`src/rtl/ata_tf_pkg.sv`:
```
`timescale 1ns/1ps
package ata_tf_pkg;

  typedef enum logic [1:0] {
    ST_IDLE = 2'd0,
    ST_EXEC = 2'd1,
    ST_XFER = 2'd2,
    ST_SRST = 2'd3
  } ctl_state_t;

  typedef enum logic [3:0] {
    SEL_NONE    = 4'd0,
    SEL_DATA    = 4'd1,
    SEL_ERRFEAT = 4'd2,
    SEL_SECCNT  = 4'd3,
    SEL_SECNUM  = 4'd4,
    SEL_CYLLO   = 4'd5,
    SEL_CYLHI   = 4'd6,
    SEL_DRVSEL  = 4'd7,
    SEL_STATCMD = 4'd8,
    SEL_ALTCTL  = 4'd9
  } reg_sel_t;

  localparam logic [7:0] CMD_NOP   = 8'h00;
  localparam logic [7:0] CMD_SRST  = 8'h08;
  localparam logic [7:0] CMD_DIAG  = 8'h90;
  localparam logic [7:0] CMD_PKT   = 8'hA0;
  localparam logic [7:0] CMD_IDENT = 8'hA1;
  localparam logic [7:0] CMD_SETF  = 8'hEF;

  localparam logic [7:0] DEF_SECCNT  = 8'h01;
  localparam logic [7:0] DEF_SECNUM  = 8'h01;
  localparam logic [7:0] ERR_ABRT    = 8'h04;
  localparam logic [7:0] ERR_DIAG_OK = 8'h01;

  function automatic logic cmd_known(input logic [7:0] c);
    return (c == CMD_NOP) || (c == CMD_SRST) || (c == CMD_DIAG) ||
           (c == CMD_PKT) || (c == CMD_IDENT) || (c == CMD_SETF);
  endfunction

  // character k of a 16-character string, first character in the top byte
  function automatic logic [7:0] str_char(input logic [127:0] s, input int unsigned k);
    logic [127:0] sh;
    sh = s >> (8 * (15 - k));
    return sh[7:0];
  endfunction

  function automatic logic [7:0] ident_byte(
    input int unsigned  idx,
    input logic [7:0]   mfr_id,
    input logic [7:0]   mdl_id,
    input logic [7:0]   ver_id,
    input logic [127:0] s_mfr,
    input logic [127:0] s_mdl,
    input logic [127:0] s_fw
  );
    logic [7:0] b;
    b = 8'h00;
    if (idx == 0)                    b = mfr_id;
    else if (idx == 1)               b = mdl_id;
    else if (idx == 2)               b = ver_id;
    else if (idx >= 16 && idx < 32)  b = str_char(s_mfr, idx - 16);
    else if (idx >= 32 && idx < 48)  b = str_char(s_mdl, idx - 32);
    else if (idx >= 48 && idx < 64)  b = str_char(s_fw,  idx - 48);
    return b;
  endfunction

endpackage

```
`src/rtl/ata_tf_decode.sv`:
```
`timescale 1ns/1ps
module ata_tf_decode
  import ata_tf_pkg::*;
(
  input  logic       clk,
  input  logic       rst_n,
  input  logic       cs0_n,
  input  logic       cs1_n,
  input  logic [2:0] da,
  input  logic       rd_n,
  input  logic       wr_n,
  output reg_sel_t   sel,
  output logic       wr_evt,
  output logic       rd_end,
  output reg_sel_t   rd_sel
);

  logic     rd_q;
  logic     wr_q;
  reg_sel_t sel_q;

  always_comb begin
    sel = SEL_NONE;
    if (!cs0_n && cs1_n) begin
      case (da)
        3'd0: sel = SEL_DATA;
        3'd1: sel = SEL_ERRFEAT;
        3'd2: sel = SEL_SECCNT;
        3'd3: sel = SEL_SECNUM;
        3'd4: sel = SEL_CYLLO;
        3'd5: sel = SEL_CYLHI;
        3'd6: sel = SEL_DRVSEL;
        default: sel = SEL_STATCMD;
      endcase
    end else if (cs0_n && !cs1_n && da == 3'd6) begin
      sel = SEL_ALTCTL;
    end
  end

  always_ff @(posedge clk or negedge rst_n) begin
    if (!rst_n) begin
      rd_q  <= 1'b1;
      wr_q  <= 1'b1;
      sel_q <= SEL_NONE;
    end else begin
      rd_q  <= rd_n;
      wr_q  <= wr_n;
      sel_q <= sel;
    end
  end

  assign wr_evt = wr_q & ~wr_n;
  assign rd_end = ~rd_q & rd_n;
  assign rd_sel = sel_q;

endmodule

```
`src/rtl/ata_tf_ident.sv`:
```
`timescale 1ns/1ps
module ata_tf_ident
  import ata_tf_pkg::*;
#(
  parameter int unsigned  WORDS  = 40,
  parameter logic [7:0]   MFR_ID = 8'h5A,
  parameter logic [7:0]   MDL_ID = 8'h3C,
  parameter logic [7:0]   VER_ID = 8'h11,
  parameter logic [127:0] S_MFR  = "DISK MAKER      ",
  parameter logic [127:0] S_MDL  = "OPTICAL DRIVE 1 ",
  parameter logic [127:0] S_FW   = "FW 2.07         "
) (
  input  logic        clk,
  input  logic        rst_n,
  input  logic        start,
  input  logic        pop,
  output logic [15:0] word,
  output logic        last
);

  localparam int unsigned PW = (WORDS > 1) ? $clog2(WORDS) : 1;

  logic [PW-1:0] ptr_q;
  logic [PW-1:0] ptr_d;
  logic          ptr_en;

  assign last   = (32'(ptr_q) == WORDS - 1);
  assign ptr_en = start | pop;

  always_comb begin
    ptr_d = ptr_q;
    if (start)            ptr_d = '0;
    else if (pop && !last) ptr_d = ptr_q + PW'(1);
  end

  always_ff @(posedge clk or negedge rst_n) begin
    if (!rst_n)      ptr_q <= '0;
    else if (ptr_en) ptr_q <= ptr_d;
  end

  assign word = {ident_byte(2 * 32'(ptr_q) + 1, MFR_ID, MDL_ID, VER_ID, S_MFR, S_MDL, S_FW),
                 ident_byte(2 * 32'(ptr_q),     MFR_ID, MDL_ID, VER_ID, S_MFR, S_MDL, S_FW)};

  AST_PTR_RANGE: assert property (@(posedge clk) disable iff (!rst_n)
    32'(ptr_q) < WORDS);

  AST_START_REWINDS: assert property (@(posedge clk) disable iff (!rst_n)
    start |=> (ptr_q == '0));

endmodule

```
`src/rtl/ata_tf_ctrl.sv`:
```
`timescale 1ns/1ps
module ata_tf_ctrl
  import ata_tf_pkg::*;
#(
  parameter int unsigned EXEC_CYCLES = 4,
  parameter int unsigned SRST_CYCLES = 8
) (
  input  logic       clk,
  input  logic       rst_n,
  input  logic       cmd_evt,
  input  logic [7:0] cmd,
  input  logic       pop,
  input  logic       last_word,
  output logic       bsy,
  output logic       drq,
  output logic       err_bit,
  output logic [7:0] err_reg,
  output logic       ident_start,
  output logic       tf_reset,
  output logic       done_pulse
);

  localparam int unsigned CMAX = (EXEC_CYCLES > SRST_CYCLES) ? EXEC_CYCLES : SRST_CYCLES;
  localparam int unsigned CW   = $clog2(CMAX + 1);

  ctl_state_t    state_q, state_d;
  logic [CW-1:0] cnt_q, cnt_d;
  logic [7:0]    cmd_q, cmd_d;
  logic          errb_q, errb_d;
  logic [7:0]    errr_q, errr_d;

  always_comb begin
    state_d     = state_q;
    cnt_d       = cnt_q;
    cmd_d       = cmd_q;
    errb_d      = errb_q;
    errr_d      = errr_q;
    ident_start = 1'b0;
    tf_reset    = 1'b0;
    done_pulse  = 1'b0;
    case (state_q)
      ST_IDLE: begin
        if (cmd_evt) begin
          errb_d  = 1'b0;
          errr_d  = 8'h00;
          cnt_d   = '0;
          cmd_d   = cmd;
          state_d = (cmd == CMD_SRST) ? ST_SRST : ST_EXEC;
        end
      end
      ST_EXEC: begin
        if (cnt_q == CW'(EXEC_CYCLES - 1)) begin
          if (cmd_q == CMD_IDENT) begin
            state_d     = ST_XFER;
            ident_start = 1'b1;
          end else begin
            state_d    = ST_IDLE;
            done_pulse = 1'b1;
            if (!cmd_known(cmd_q)) begin
              errb_d = 1'b1;
              errr_d = ERR_ABRT;
            end else if (cmd_q == CMD_DIAG) begin
              errr_d = ERR_DIAG_OK;
            end
          end
        end else begin
          cnt_d = cnt_q + CW'(1);
        end
      end
      ST_XFER: begin
        if (pop && last_word) begin
          state_d    = ST_IDLE;
          done_pulse = 1'b1;
        end
      end
      default: begin
        if (cnt_q == CW'(SRST_CYCLES - 1)) begin
          state_d  = ST_IDLE;
          tf_reset = 1'b1;
        end else begin
          cnt_d = cnt_q + CW'(1);
        end
      end
    endcase
  end

  always_ff @(posedge clk or negedge rst_n) begin
    if (!rst_n) begin
      state_q <= ST_IDLE;
      cnt_q   <= '0;
      cmd_q   <= 8'h00;
      errb_q  <= 1'b0;
      errr_q  <= 8'h00;
    end else begin
      state_q <= state_d;
      cnt_q   <= cnt_d;
      cmd_q   <= cmd_d;
      errb_q  <= errb_d;
      errr_q  <= errr_d;
    end
  end

  assign bsy     = (state_q == ST_EXEC) || (state_q == ST_SRST);
  assign drq     = (state_q == ST_XFER);
  assign err_bit = errb_q;
  assign err_reg = errr_q;

  AST_BUSY_ON_CMD: assert property (@(posedge clk) disable iff (!rst_n)
    (state_q == ST_IDLE && cmd_evt) |=> bsy);

  AST_EXEC_BOUND: assert property (@(posedge clk) disable iff (!rst_n)
    (state_q == ST_EXEC) |-> (32'(cnt_q) < EXEC_CYCLES));

  AST_SRST_BOUND: assert property (@(posedge clk) disable iff (!rst_n)
    (state_q == ST_SRST) |-> (32'(cnt_q) < SRST_CYCLES));

  AST_ABRT_WITH_ERR: assert property (@(posedge clk) disable iff (!rst_n)
    err_bit |-> (err_reg == ERR_ABRT));

  AST_DRQ_END: assert property (@(posedge clk) disable iff (!rst_n)
    $fell(drq) |-> ($past(pop && last_word) && !bsy));

endmodule

```
`src/rtl/ata_tf_top.sv`:
```
`timescale 1ns/1ps
module ata_tf_top
  import ata_tf_pkg::*;
#(
  parameter int unsigned  EXEC_CYCLES = 4,
  parameter int unsigned  SRST_CYCLES = 8,
  parameter int unsigned  IDENT_BYTES = 80,
  parameter logic [7:0]   MFR_ID      = 8'h5A,
  parameter logic [7:0]   MDL_ID      = 8'h3C,
  parameter logic [7:0]   VER_ID      = 8'h11,
  parameter logic [127:0] S_MFR       = "DISK MAKER      ",
  parameter logic [127:0] S_MDL       = "OPTICAL DRIVE 1 ",
  parameter logic [127:0] S_FW        = "FW 2.07         "
) (
  input  logic        clk,
  input  logic        rst_n,
  input  logic        host_cs0_n,
  input  logic        host_cs1_n,
  input  logic [2:0]  host_da,
  input  logic        host_rd_n,
  input  logic        host_wr_n,
  input  logic [15:0] host_wdata,
  output logic [15:0] host_rdata,
  output logic        intrq,
  output logic        xfer_dma
);

  localparam int unsigned WORDS = IDENT_BYTES / 2;

  // reset: asserted asynchronously, released on the clock
  logic rst_meta, rst_s_n;
  always_ff @(posedge clk or negedge rst_n) begin
    if (!rst_n) begin
      rst_meta <= 1'b0;
      rst_s_n  <= 1'b0;
    end else begin
      rst_meta <= 1'b1;
      rst_s_n  <= rst_meta;
    end
  end

  reg_sel_t sel, rd_sel;
  logic     wr_evt, rd_end;

  ata_tf_decode u_dec (
    .clk    (clk),
    .rst_n  (rst_s_n),
    .cs0_n  (host_cs0_n),
    .cs1_n  (host_cs1_n),
    .da     (host_da),
    .rd_n   (host_rd_n),
    .wr_n   (host_wr_n),
    .sel    (sel),
    .wr_evt (wr_evt),
    .rd_end (rd_end),
    .rd_sel (rd_sel)
  );

  logic        bsy, drq, err_bit, ident_start, tf_reset, done_pulse;
  logic [7:0]  err_reg;
  logic        cmd_evt, pop, last_word;
  logic [15:0] id_word;

  assign cmd_evt = wr_evt && (sel == SEL_STATCMD);
  assign pop     = rd_end && (rd_sel == SEL_DATA) && drq;

  ata_tf_ctrl #(
    .EXEC_CYCLES (EXEC_CYCLES),
    .SRST_CYCLES (SRST_CYCLES)
  ) u_ctl (
    .clk         (clk),
    .rst_n       (rst_s_n),
    .cmd_evt     (cmd_evt),
    .cmd         (host_wdata[7:0]),
    .pop         (pop),
    .last_word   (last_word),
    .bsy         (bsy),
    .drq         (drq),
    .err_bit     (err_bit),
    .err_reg     (err_reg),
    .ident_start (ident_start),
    .tf_reset    (tf_reset),
    .done_pulse  (done_pulse)
  );

  ata_tf_ident #(
    .WORDS  (WORDS),
    .MFR_ID (MFR_ID),
    .MDL_ID (MDL_ID),
    .VER_ID (VER_ID),
    .S_MFR  (S_MFR),
    .S_MDL  (S_MDL),
    .S_FW   (S_FW)
  ) u_id (
    .clk   (clk),
    .rst_n (rst_s_n),
    .start (ident_start),
    .pop   (pop),
    .word  (id_word),
    .last  (last_word)
  );

  // task-file registers
  logic [7:0] feat_q, feat_d;
  logic [7:0] scnt_q, scnt_d;
  logic [7:0] snum_q, snum_d;
  logic [7:0] cyll_q, cyll_d;
  logic [7:0] cylh_q, cylh_d;
  logic [7:0] drv_q,  drv_d;
  logic [7:0] dctl_q, dctl_d;
  logic       ipend_q, ipend_d;
  logic       tf_we, cmd_taken;

  assign tf_we     = wr_evt && !bsy;
  assign cmd_taken = cmd_evt && !bsy && !drq;

  always_comb begin
    feat_d = feat_q;
    scnt_d = scnt_q;
    snum_d = snum_q;
    cyll_d = cyll_q;
    cylh_d = cylh_q;
    drv_d  = drv_q;
    dctl_d = dctl_q;
    if (tf_reset) begin
      feat_d = 8'h00;
      scnt_d = DEF_SECCNT;
      snum_d = DEF_SECNUM;
      cyll_d = 8'h00;
      cylh_d = 8'h00;
      drv_d  = 8'h00;
    end else if (tf_we) begin
      case (sel)
        SEL_ERRFEAT: feat_d = host_wdata[7:0];
        SEL_SECCNT:  scnt_d = host_wdata[7:0];
        SEL_SECNUM:  snum_d = host_wdata[7:0];
        SEL_CYLLO:   cyll_d = host_wdata[7:0];
        SEL_CYLHI:   cylh_d = host_wdata[7:0];
        SEL_DRVSEL:  drv_d  = host_wdata[7:0];
        default: ;
      endcase
    end
    // device control is writable at any time; only its interrupt mask is used
    if (wr_evt && sel == SEL_ALTCTL) dctl_d = host_wdata[7:0];

    ipend_d = ipend_q;
    if (done_pulse)
      ipend_d = 1'b1;
    else if (cmd_taken || (rd_end && rd_sel == SEL_STATCMD))
      ipend_d = 1'b0;
  end

  always_ff @(posedge clk or negedge rst_s_n) begin
    if (!rst_s_n) begin
      feat_q  <= 8'h00;
      scnt_q  <= DEF_SECCNT;
      snum_q  <= DEF_SECNUM;
      cyll_q  <= 8'h00;
      cylh_q  <= 8'h00;
      drv_q   <= 8'h00;
      dctl_q  <= 8'h00;
      ipend_q <= 1'b0;
    end else begin
      feat_q  <= feat_d;
      scnt_q  <= scnt_d;
      snum_q  <= snum_d;
      cyll_q  <= cyll_d;
      cylh_q  <= cylh_d;
      drv_q   <= drv_d;
      dctl_q  <= dctl_d;
      ipend_q <= ipend_d;
    end
  end

  logic [7:0] status;
  assign status = {bsy, ~bsy, 1'b0, 1'b0, drq, 1'b0, 1'b0, err_bit};

  always_comb begin
    host_rdata = 16'h0000;
    case (sel)
      SEL_DATA:    host_rdata = drq ? id_word : 16'h0000;
      SEL_ERRFEAT: host_rdata = {8'h00, err_reg};
      SEL_SECCNT:  host_rdata = {8'h00, scnt_q};
      SEL_SECNUM:  host_rdata = {8'h00, snum_q};
      SEL_CYLLO:   host_rdata = {8'h00, cyll_q};
      SEL_CYLHI:   host_rdata = {8'h00, cylh_q};
      SEL_DRVSEL:  host_rdata = {8'h00, drv_q};
      SEL_STATCMD: host_rdata = {8'h00, status};
      SEL_ALTCTL:  host_rdata = {8'h00, status};
      default:     host_rdata = 16'h0000;
    endcase
  end

  assign intrq    = ipend_q & ~dctl_q[1];
  assign xfer_dma = feat_q[0] & ~drq;

  AST_INT_FROM_DONE: assert property (@(posedge clk) disable iff (!rst_s_n)
    $rose(ipend_q) |-> $past(done_pulse));

  AST_STATUS_READ_CLEARS: assert property (@(posedge clk) disable iff (!rst_s_n)
    (rd_end && rd_sel == SEL_STATCMD && !done_pulse) |=> !ipend_q);

  AST_SRST_NO_INT: assert property (@(posedge clk) disable iff (!rst_s_n)
    tf_reset |=> !ipend_q);

  AST_BUSY_HOLDS_TF: assert property (@(posedge clk) disable iff (!rst_s_n)
    (bsy && !tf_reset) |=> $stable(scnt_q));

endmodule

```
`config.mk`:
```
export PLATFORM = sky130hd
export DESIGN_NAME = ata_tf_top
export DESIGN_NICKNAME = d
export VERILOG_FILES = /design/src/rtl/ata_tf_pkg.sv /design/src/rtl/ata_tf_decode.sv /design/src/rtl/ata_tf_ident.sv /design/src/rtl/ata_tf_ctrl.sv /design/src/rtl/ata_tf_top.sv
export SDC_FILE = /design/constraint.sdc
export NUM_CORES = 1
export LEC_CHECK = 0
export BUFFER_PORTS_ARGS = -buffer_cell sky130_fd_sc_hd__buf_2
export CORE_ASPECT_RATIO = 1.75
export CORE_MARGIN = 2
export CORE_UTILIZATION = 40
export DETAILED_ROUTE_END_ITERATION = 7
export HOLD_SLACK_MARGIN = 0.03
export PLACE_DENSITY_LB_ADDON = 0.2
export RECOVER_POWER = 50
export SLEW_MARGIN = 30
export SYNTH_ARGS = -nofsm -noshare
export SYNTH_HDL_FRONTEND = slang
export SYNTH_SLANG_ARGS = --single-unit
```
`constraint.sdc`:
```
create_clock -name clk -period 11.3 [get_ports clk]
set_input_delay 2.26 -clock clk [delete_from_list [all_inputs] [get_ports clk]]
set_output_delay 2.26 -clock clk [all_outputs]
set_load 0.005 [all_outputs]
```
## After elaboration in Yosys (flattened, before gate mapping)

Index checks and enable logic that the tools add are counted.

- Flip-flop bits (word level): 81
- Bits of input ports: 25
- Output and inout bits: 18

- Add/subtract/negate cells: 15
- $lt $le $gt $ge: 12
- Equal/unequal tests: 40
- Shift operators: 6
- Multiplexer cells: 69
- Bitwise gates (word level): 10
- Reductions and logical operators: 61

Operators with widths:

| operator | number |
|---|---|
| $shr 127x32->8 const A | 6 |
| $mux 8 | 31 |
| $sub 4x29->29 const A | 6 |
| $pmux 16 s8 | 1 |
| $ge 32x6->1 const B | 2 |
| $lt 32x6->1 const B | 2 |
| $sub 29x6->29 const B | 2 |
| $eq 32x1->1 const B | 1 |
| $eq 32x2->1 const B | 1 |
| $eq 8x8->1 const B | 4 |
| $ge 32x5->1 const B | 1 |
| $logic_not 32->1 | 1 |
| $lt 32x7->1 const B | 1 |
| $sub 29x5->29 const B | 1 |
| $pmux 4 s7 | 1 |
| $eq 4x3->1 const B | 5 |
| $mux 4 | 5 |
| $reduce_bool 2->1 | 10 |
| $logic_and 1x1->1 | 19 |
| $mux 1 | 17 |
| $eq 8x4->1 const B | 2 |
| $logic_not 8->1 | 2 |
| $mux 16 | 1 |
| $pmux 8 s2 | 1 |
| other kinds (41) | 90 |

## Logic depth before layout (Yosys ltp)

Gate-level depths: netlist (run 1).

- Depth after elaboration: 12
- Gate-level depth with buffers: 13
- Mapped depth without buffers: 12

## By module

Synthesis (run 1) repeated with hierarchy kept, for this count alone.

- Cell total of the unflattened synthesis: 620
- Area, all modules: 5406.4 um2

By module, submodules not included:

| module | times used | cells each | area each (um2) | seq. area each (um2) |
|---|---|---|---|---|
| ata_tf_top | 1 | 307 | 2710.1 | 1128.6 |
| ata_tf_ident | 1 | 184 | 1351.3 | 150.1 |
| ata_tf_ctrl | 1 | 109 | 1099.8 | 425.4 |
| ata_tf_decode | 1 | 20 | 245.2 | 152.6 |

## Worst setup path after synthesis (run 1)

OpenSTA, ideal clock, no wires.

- Kind: input to output
- Start point: input port host_da[0]
- End point: output port host_rdata[1]
- Arrival time: 4.029 ns
- Slack: 5.011 ns
- Stages on the path: 8
- Path through: inv_1 -> ha_1 -> nand4b_1 -> and3_1 -> buf_1 -> mux4_2 -> a22oi_1 -> nand3_1

- Cells in the longest elaborated chain, start to end: 7
- Elaborated cells between the ends (all ways): 22
- Classes of those cells: eq/ne: 15; mux: 4; reduce/logical: 3

RTL lines:

| item | line | RTL |
|---|---|---|
| start, declared | ata_tf_top.sv:19 | `input logic [2:0] host_da,` |
| branches (longest 3 deep; another with $pmux 4 s7) | - |  |
| $mux 4 (*) | ata_tf_decode.sv:24 | `if (!cs0_n && cs1_n) begin` |
| $eq 4x4->1 | ata_tf_top.sv:180 | `case (sel)` |
| $reduce_or 2->1 (no source line) | - |  |
| $pmux 16 s8 (*) | ata_tf_top.sv:180 |  |
| end, declared | ata_tf_top.sv:23 | `output logic [15:0] host_rdata,` |

Every way passes the cells marked *.

## Worst setup path in the final report (run 1)

- Start point: input port host_da[0]
- End point: output port host_rdata[0]

Same word-level chain as after synthesis.

==> run_results.csv, run 1 <==
group,metric,value,unit
outcome,status,"finished, violations left",
outcome,violations,"max-capacitance violations, max-slew violations",
setup_path,worst_setup_path_start_kind,"input port",
sta,worst_pin_slew,3860,ps
grt,antenna_found_initial,1,
detailed_routing,routed-wl-met2,7.26,mm
detailed_routing,wl,13.3,mm
sta,period_minus_slack,7340,ps
yosys,synth_seq_cells,74,
sta,slew_viol_final,73,
layout,fill_cells,1228,
grt,grt_pass1_vias,4180,
place,placed_area,0.00534,mm2
yosys,seq_area_frac_synth,0.368,
clock_tree,postCtsSetupBuffers,0,
layout,final_nets,639,
layout,design_area,0.00560,mm2
detailed_routing,dr.first_iter.drc_count,170,
sta,finalClockSkew,5.29,ps
sta,setup_violations,0,
die,initial_core_util,0.408,
sta,fin_crit_sh,0.650,
layout,final_util,0.453,
place,gp_congestion,0.908,
yosys,synth_edf_count,0,
yosys,async_flop_share,1.00,
detailed_routing,vias,4202,
sta,fmax,136,MHz
setup_path,required,9040,ps
yosys,netlist_instances,561,
yosys,yosys_warnings,0,
layout,register_area,0.00186,mm2
die,die_w,88.9,um
yosys,synth_cell_types,66,
yosys,synth_nets,619,
power_and_ir_drop,powerDensity,130,mW/mm2
die,io_pins,43,
clock_tree,cts_max_path_buffers,2,
clock_tree,path_clk_slew,60,ps
layout,stdcell_count,754,
clock_tree,clock-sinks,74,
layout,area_growth,11.1,%
clock_tree,h-tree-depth,3,
setup_path,worst_setup_path_end_kind,"primary output",
layout,diodes,0,
sta,rsz0062_at_grt,"no",
clock_tree,cts_buffers,9,
sta,hold_viol,0,
setup_path,crit_arrival,5080,ps
clock_tree,cts_tree,"yes",
grt,grt_pass1_wl,22.0,mm
detailed_routing,via_per_inst,5.57,
layout,multi_input_area,0.00298,mm2
die,fp.coreArea,0.0124,mm2
setup_path,critPathMaxFanout,15,
power_and_ir_drop,power,0.000726,W
clock_tree,ctsResizeCount,0,
clock_tree,hold_buffers,0,
detailed_routing,top_layer,"met4",
sta,relSlewSlack,-1.57,
flow_run,max_cap_violations,1,
yosys,syn_area_per_cell,8.99,um2
yosys,yosysTopAreaCell,"dfrtp_1",
detailed_routing,wl_per_cell,17.7,um
detailed_routing,wl_met1,5.22,mm
die,rows,54,
yosys,synth-main-ff-cell,"dfrtp_1",
yosys,synth_area_leaders,"dfrtp_1 (35%), ha_1 (7.9%), mux2i_1 (6.9%), nor2_1 (5.3%), nand2_1 (3.4%)",
min_path,hold_path_class,"reg -> reg",
place,dpl.hpwl,9.90,mm
die,chipHeight,153,um
place,place.port_buffers,33,
setup_path,critPathKind,"in -> out",
yosys,yosysMostFrequentCell,"nor2_1",
yosys,synthesis.area,0.00504,mm2
detailed_routing,ant_nets,0,
sta,fin_setup_tns,0,ps
yosys,synth_common_cells,"nor2_1 (71), dfrtp_1 (70), nand2_1 (46)",
power_and_ir_drop,ir_drop,78.5,uV
yosys,synth_top_area_share,0.347,
detailed_routing,dr.pass1.iters,4,
clock_tree,cts-root-buf,"clkbuf_16",
place,placed_cells,738,
detailed_routing,dr_wl_met3,373,um
grt,grt_use_total,0.210,
power_and_ir_drop,p_leak,2.64,nW
grt,overflow,0,
layout,drive_above_1_share,0.126,
detailed_routing,drc,0,
grt,grt_max_degree,73,
clock_tree,clk_latency,330,ps
die,die_area,0.0136,mm2
final timing paths:
path | from | to | slack (ps) | depth (start not counted)
max in group asynchronous | rst_s_n | u_id.ptr_q[2] | 7160 | 1
setup reg to reg | rst_s_n | u_id.ptr_q[2] | 7160 | 1
hold / removal | rst_meta | rst_s_n | 360 | 0
setup / recovery | host_da[0] | host_rdata[0] | 3960 | 10
hold reg to reg | rst_meta | rst_s_n | 360 | 0
min in group asynchronous | rst_n | rst_meta | 1690 | 1
worst max-delay path, stage by stage:
cell and delay [ps]:
clkbuf_1 160, inv_1 80, ha_1 530, o311ai_0 670, o2111ai_1 210, buf_4 230
nand2b_1 250, or3_1 440, nand3_1 110, buf_2 120
logic make-up after synthesis:
| family | count (synthesis) | share of synthesized area |
|---|---|---|
| mux | 51 | 0.118 |
| fa+ha+maj | 33 | 0.0834 |
| flops | 74 | 0.368 |
| other cells | 2 | 0.00149 |
| xor+xnor | 8 | 0.0139 |
| buf+inv | 52 | 0.0414 |
| simple gates | 237 | 0.240 |
| compound gates | 104 | 0.133 |
layout by cell type, fill, tap and decap left out, types with 6 or more instances in the layout:
| master | instances |
|---|---|
| nand2b_1 | 9 |
| nor3_1 | 19 |
| o21ai_0 | 26 |
| clkbuf_1 | 7 |
| ha_1 | 32 |
| buf_2 | 29 |
| nor4_1 | 6 |
| inv_1 | 23 |
| nand3_1 | 28 |
| dfrtp_1 | 68 |
| nand2_1 | 46 |
| nand4_1 | 6 |
| nand3b_1 | 8 |
| nor4bb_1 | 6 |
| a21oi_1 | 29 |
| mux2_4 | 8 |
| nor2_1 | 71 |
| nor2b_1 | 7 |
| clkbuf_16 | 9 |
| mux2i_1 | 35 |
metal layers:
metal,global-route usage,up-vias
li1,-,2056
met1,0.248,2045
met2,0.360,77
met3,0.0374,24
met4,0.0931,0
met5,0,-
where the power goes:
part	internal [W]	total, W	switching, W
Sequential	0.000299	0.000330	0.0000306
Clock	0.000155	0.000263	0.000108
Combinational	0.0000597	0.000133	0.0000733
Total	0.000513	0.000726	0.000212
stage by stage:
step	hold slack, ps	setup slack, ps
floorplan	331	5010
global placement	342	4070
detailed placement	346	4080
CTS	360	4060
global route	366	3730
finish	358	3960
final cells by class:
| class | count | share of cell area |
|---|---|---|
| multi-input combinational | 435 | 0.531 |
| sequential | 74 | 0.332 |
| clock buffer | 12 | 0.0440 |
| tap | 168 | 0.0375 |
| timing repair buffer | 38 | 0.0346 |
| inverter | 23 | 0.0154 |
| clock inverter | 4 | 0.00514 |
Note: power is estimated with default switching activity, not from simulation.
==> run 2: changes to the inputs <==
==> constraint.sdc (replaced) <==
create_clock -name clk -period 7.2 [get_ports clk]
set_input_delay 1.44 -clock clk [delete_from_list [all_inputs] [get_ports clk]]
set_output_delay 1.44 -clock clk [all_outputs]
set_load 0.005 [all_outputs]
==> run 2 against run 1 <==
Effect of this change:
- the run still ends with max-capacitance violations, max-slew violations left
- worst setup slack worse by 2500 ps
- clock-buffer cell count unchanged
- sequential cell count unchanged
- clock skew up 1.7 ps
- critical path depth unchanged
- combinational power up 56%
- power up 57%
- design area unchanged
- cell count unchanged
- global-route usage up 0.15 points
- die area unchanged
- non-clock buffer count unchanged
- critical endpoint unchanged
- largest cell class unchanged
- highest routed layer unchanged
==> run_results.csv, run 2 (same netlist as run 1, synthesis figures left out) <==
group,metric,value,unit
clock_tree,path_clk_slew,60,ps
clock_tree,cts_buffers,9,
sta,relSlewSlack,-1.56,
sta,setup_violations,0,
setup_path,required,5760,ps
clock_tree,cts-root-buf,"clkbuf_16",
die,die_area,0.0136,mm2
setup_path,critical_path.cell_chain,"clkbuf_1 > inv_1 > ha_1 > o311ai_0 > o2111ai_1 > buf_4 > nand2b_1 > or3_1 > nand3_1 > buf_2",
layout,final_cell_mix,"nor2_1 (71), dfrtp_1 (68), nand2_1 (46)",
grt,antenna_found_initial,1,
setup_path,critPathKind,"in -> out",
setup_path,path_buf_inv,4,
layout,final_nets,639,
sta,slew_viol_final,73,
die,die_w,88.9,um
die,rows,54,
power_and_ir_drop,p_leak,2.64,nW
sta,hold_viol,0,
sta,finalClockSkew,6.97,ps
grt,overflow,0,
clock_tree,cts_max_path_buffers,2,
sta,rsz0062_at_grt,"no",
die,initial_core_util,0.408,
clock_tree,clk_latency,340,ps
clock_tree,hold_buffers,0,
detailed_routing,vias,4249,
setup_path,cpMaxStageDelayCell,"o311ai_0",
detailed_routing,dr.pass1.iters,4,
place,gp_congestion,0.926,
detailed_routing,dr.first_iter.drc_count,197,
clock_tree,clock-sinks,74,
outcome,violations,"max-capacitance violations, max-slew violations",
setup_path,worst_setup_path_start_kind,"input port",
detailed_routing,wl,13.5,mm
sta,fmax,175,MHz
clock_tree,postCtsSetupBuffers,0,
die,fp.coreArea,0.0124,mm2
clock_tree,ctsResizeCount,0,
power_and_ir_drop,ir_drop,140,uV
place,dpl.hpwl,9.99,mm
power_and_ir_drop,powerDensity,204,mW/mm2
grt,grt_pass1_vias,4203,
grt,grt_max_degree,73,
outcome,status,"finished, violations left",
detailed_routing,drc,0,
flow_run,max_cap_violations,1,
setup_path,critPathMaxFanout,15,
min_path,hold_path_class,"reg -> reg",
sta,fin_setup_tns,0,ps
layout,layout_commonest_cell,"nor2_1",
layout,area_growth,11.1,%
sta,whs,366,ps
layout,diodes,0,
sta,period_minus_slack,5710,ps
detailed_routing,ant_nets,0,
grt,grt_use_total,0.211,
clock_tree,h-tree-depth,3,
sta,worst_pin_slew,3840,ps
clock_tree,cts_tree,"yes",
detailed_routing,via_per_inst,5.64,
setup_path,path_delay_family,"compound AO/OA/AOI/OAI gates",
setup_path,worst_setup_path_end_kind,"primary output",
die,chipHeight,153,um
grt,grt_pass1_wl,22.1,mm
setup_path,crit_path_max_incr_delay,690,ps
layout,drive_above_1_share,0.126,
place,place.port_buffers,33,
sta,fin_crit_sh,0.793,
die,io_pins,43,
detailed_routing,wl_per_cell,18.0,um
setup_path,crit_arrival,4270,ps
==> run 2: worst paths after layout <==
| kind | start | endpoint | slack [ps] | cells past startpoint |
|---|---|---|---|---|
| max in group asynchronous | rst_s_n | u_id.ptr_q[2] | 3070 | 1 |
| hold / removal | rst_meta | rst_s_n | 370 | 0 |
| hold reg to reg | rst_meta | rst_s_n | 370 | 0 |
| setup reg to reg | rst_s_n | u_id.ptr_q[2] | 3070 | 1 |
| setup / recovery | host_da[1] | host_rdata[0] | 1490 | 10 |
| min in group asynchronous | rst_n | rst_meta | 870 | 1 |
==> run 2: through the flow <==
stage	power, W	instance area [um2]	instances	utilization	worst slack, ps
floorplan	0.000669	5040	561	-	2550
global placement	0.000728	5330	738	0.431	1620
detailed placement	0.000735	5340	738	0.432	1610
CTS	0.00115	5610	754	0.454	1610
global route	0.00121	5600	754	0.453	1370
finish	0.00114	5600	754	0.453	1490
==> run 2: metal layers <==
metal / vias to the layer above / part of all wire / global-route usage
li1: 2050 / - / -
met1: 2091 / 0.40 / 0.246
met2: 84 / 0.54 / 0.373
met3: 24 / 0.032 / 0.0330
met4: 0 / 0.029 / 0.0859
met5: - / 0 / 0
==> run 2: cell type report <==
type                       instances  area (um2)
multi-input combinational        435        2980
clock buffer                      12         246
clock inverter                     4        28.8
fill                            1230        6760
timing repair buffer              38         194
inverter                          23        86.3
tap                              168         210
sequential                        74        1860
==> run 2: where the power goes <==
group,switching (W),leakage (nW),total [W],internal (W)
clock network,0.000173,0.129,0.000416,0.000243
registers,0.0000491,0.974,0.000518,0.000469
logic,0.000115,1.54,0.000208,0.0000936
==> run 3: changes to the inputs <==
==> constraint.sdc (replaced) <==
create_clock -name clk -period 5 [get_ports clk]
set_input_delay 1 -clock clk [delete_from_list [all_inputs] [get_ports clk]]
set_output_delay 1 -clock clk [all_outputs]
set_load 0.005 [all_outputs]
==> run 3 against run 2 <==
Effect of this change:
- the run now ends clean
- combinational power up 45%
- via count is 0.80% higher
- sequential share of layout area down 0.55 points
- worst setup slack got worse by 1100 ps
- first-iteration DRC count grew 8.1%
- register-to-register slack worse by 510 ps
- critical path depth increased by 3
- critical path type is now reg -> out
- critical endpoint is now host_rdata[4]
==> run_results.csv, run 3 (same netlist as run 1, synthesis figures left out) <==
group,metric,value,unit
layout,final_nets,647,
power_and_ir_drop,p_int,0.00123,W
detailed_routing,dr.first_iter.drc_count,213,
setup_path,rr_startpoint,"u_ctl.state_q[0]",
die,rows,54,
layout,final_cell_mix,"nor2_1 (71), dfrtp_1 (68), nand2_1 (46)",
power_and_ir_drop,pwr-share-seq,0.438,
flow_run,max_cap_violations,0,
power_and_ir_drop,clock_power_share,0.385,
setup_path,worst_setup_path_end_kind,"primary output",
layout,design_area,0.00570,mm2
grt,overflow,0,
power_and_ir_drop,netSwitchingPower,0.000481,W
detailed_routing,ant_nets,0,
power_and_ir_drop,switching_share,0.282,
clock_tree,cts_max_path_buffers,2,
sta,rsz0062_at_grt,"no",
die,fp.coreArea,0.0124,mm2
sta,period_minus_slack,4630,ps
setup_path,r2r-end,"u_ctl.state_q[1]",
setup_path,r2r_cells,8,
setup_path,critPathMaxFanout,8,
grt,grt_pass1_wl,22.1,mm
setup_path,crit_arrival,3630,ps
clock_tree,clock-sinks,74,
sta,relSlewSlack,0.460,
clock_tree,cts_buffers,9,
layout,diodes,0,
place,gp_congestion,0.903,
clock_tree,h-tree-depth,3,
detailed_routing,wl_per_cell,17.8,um
sta,hold_viol,0,
sta,fmax,216,MHz
place,placed_area,0.00539,mm2
power_and_ir_drop,comb_power_share,0.177,
min_path,hold_path_class,"reg -> reg",
sta,fin_crit_sh,0.926,
die,initial_core_util,0.408,
detailed_routing,dr.pass1.iters,4,
clock_tree,postCtsSetupBuffers,0,
setup_path,required,4000,ps
die,chipHeight,153,um
sta,setup_violations,0,
sta,slew_viol_final,0,
die,io_pins,43,
setup_path,critPathKind,"reg -> out",
grt,grt_max_degree,73,
die,die_area,0.0136,mm2
sta,finalClockSkew,10.3,ps
layout,area_growth,13.0,%
min_path,hold_depth,0,
clock_tree,ctsResizeCount,0,
layout,drive_above_1_share,0.138,
setup_path,worst_setup_path_start_kind,"flop",
place,place.port_buffers,33,
grt,antenna_found_initial,1,
clock_tree,cts_tree,"yes",
sta,fin_setup_tns,0,ps
layout,layout_commonest_cell,"nor2_1",
place,dpl.hpwl,10.1,mm
clock_tree,clk_latency,340,ps
power_and_ir_drop,powerDensity,300,mW/mm2
outcome,status,"completed",
detailed_routing,vias,4283,
detailed_routing,wl,13.6,mm
detailed_routing,drc,0,
power_and_ir_drop,p_leak,2.70,nW
min_path,min_from,"rst_meta",
clock_tree,cts-root-buf,"clkbuf_16",
die,die_w,88.9,um
sta,worst_pin_slew,807,ps
detailed_routing,via_per_inst,5.62,
power_and_ir_drop,ir_drop,239,uV
grt,grt_use_total,0.212,
min_path,whs_endpoint,"rst_s_n",
clock_tree,path_clk_slew,60,ps
grt,grt_pass1_vias,4399,
setup_path,r2r_slack,2560,ps
clock_tree,hold_buffers,0,
[run 3: layout make-up]
cell class,count,area (um2)
fill,1209,6670
multi-input combinational,435,2980
sequential,74,1860
clock buffer,12,256
timing repair buffer,46,256
tap,168,210
inverter,23,86.3
clock inverter,4,51.3
[run 3: power groups by stage]
stage / Clock, W / Sequential (W) / Combinational, W
2_1_floorplan: 0 / 0.000734 / 0.000230
6_report: 0.000657 / 0.000747 / 0.000302
5_1_grt: 0.000700 / 0.000757 / 0.000344
3_3_place_gp: 0 / 0.000751 / 0.000298
4_1_cts: 0.000672 / 0.000745 / 0.000307
3_5_place_dp: 0 / 0.000754 / 0.000306
[run 3: worst max path at each step]
stage / startpoint / endpoint / slack [ps] / cells after the start
floorplan: u_id.ptr_q[3] / host_rdata[4] / 930 / 12
global placement: host_da[0] / host_rdata[0] / 730 / 9
detailed placement: host_da[0] / host_rdata[0] / 730 / 9
CTS: u_id.ptr_q[5] / host_rdata[4] / 350 / 13
global route: u_id.ptr_q[4] / host_rdata[4] / 120 / 11
finish: u_id.ptr_q[5] / host_rdata[4] / 370 / 13
[run 3: routing by layer]
layer | part of all wire | vias to the layer above | track usage
met4 | 0.039 | 0 | 0.110
li1 | - | 2071 | -
met3 | 0.028 | 34 | 0.0265
met5 | 0 | - | 0
met1 | 0.39 | 2088 | 0.239
met2 | 0.54 | 90 | 0.375
[run 3: stage by stage]
stage | util | setup WS [ps] | power [W] | std cells | hold slack [ps]
floorplan | - | 933 | 0.000963 | 561 | 331
global placement | 0.436 | 734 | 0.00105 | 746 | 344
detailed placement | 0.436 | 728 | 0.00106 | 746 | 336
CTS | 0.461 | 345 | 0.00172 | 762 | 364
global route | 0.461 | 120 | 0.00180 | 762 | 365
finish | 0.461 | 369 | 0.00171 | 762 | 362
[run 3: worst max-delay path: stages, from the launching register on]
cell      delay [ps]
dfrtp_1          430
inv_1            260
ha_1             310
nand2_1           70
nand2_1          160
nand3_1          100
ha_1             190
nor4bb_1         310
nand4_1          170
or3_1            480
o21ai_0          210
a21oi_1           90
o311ai_0         340
buf_2            180
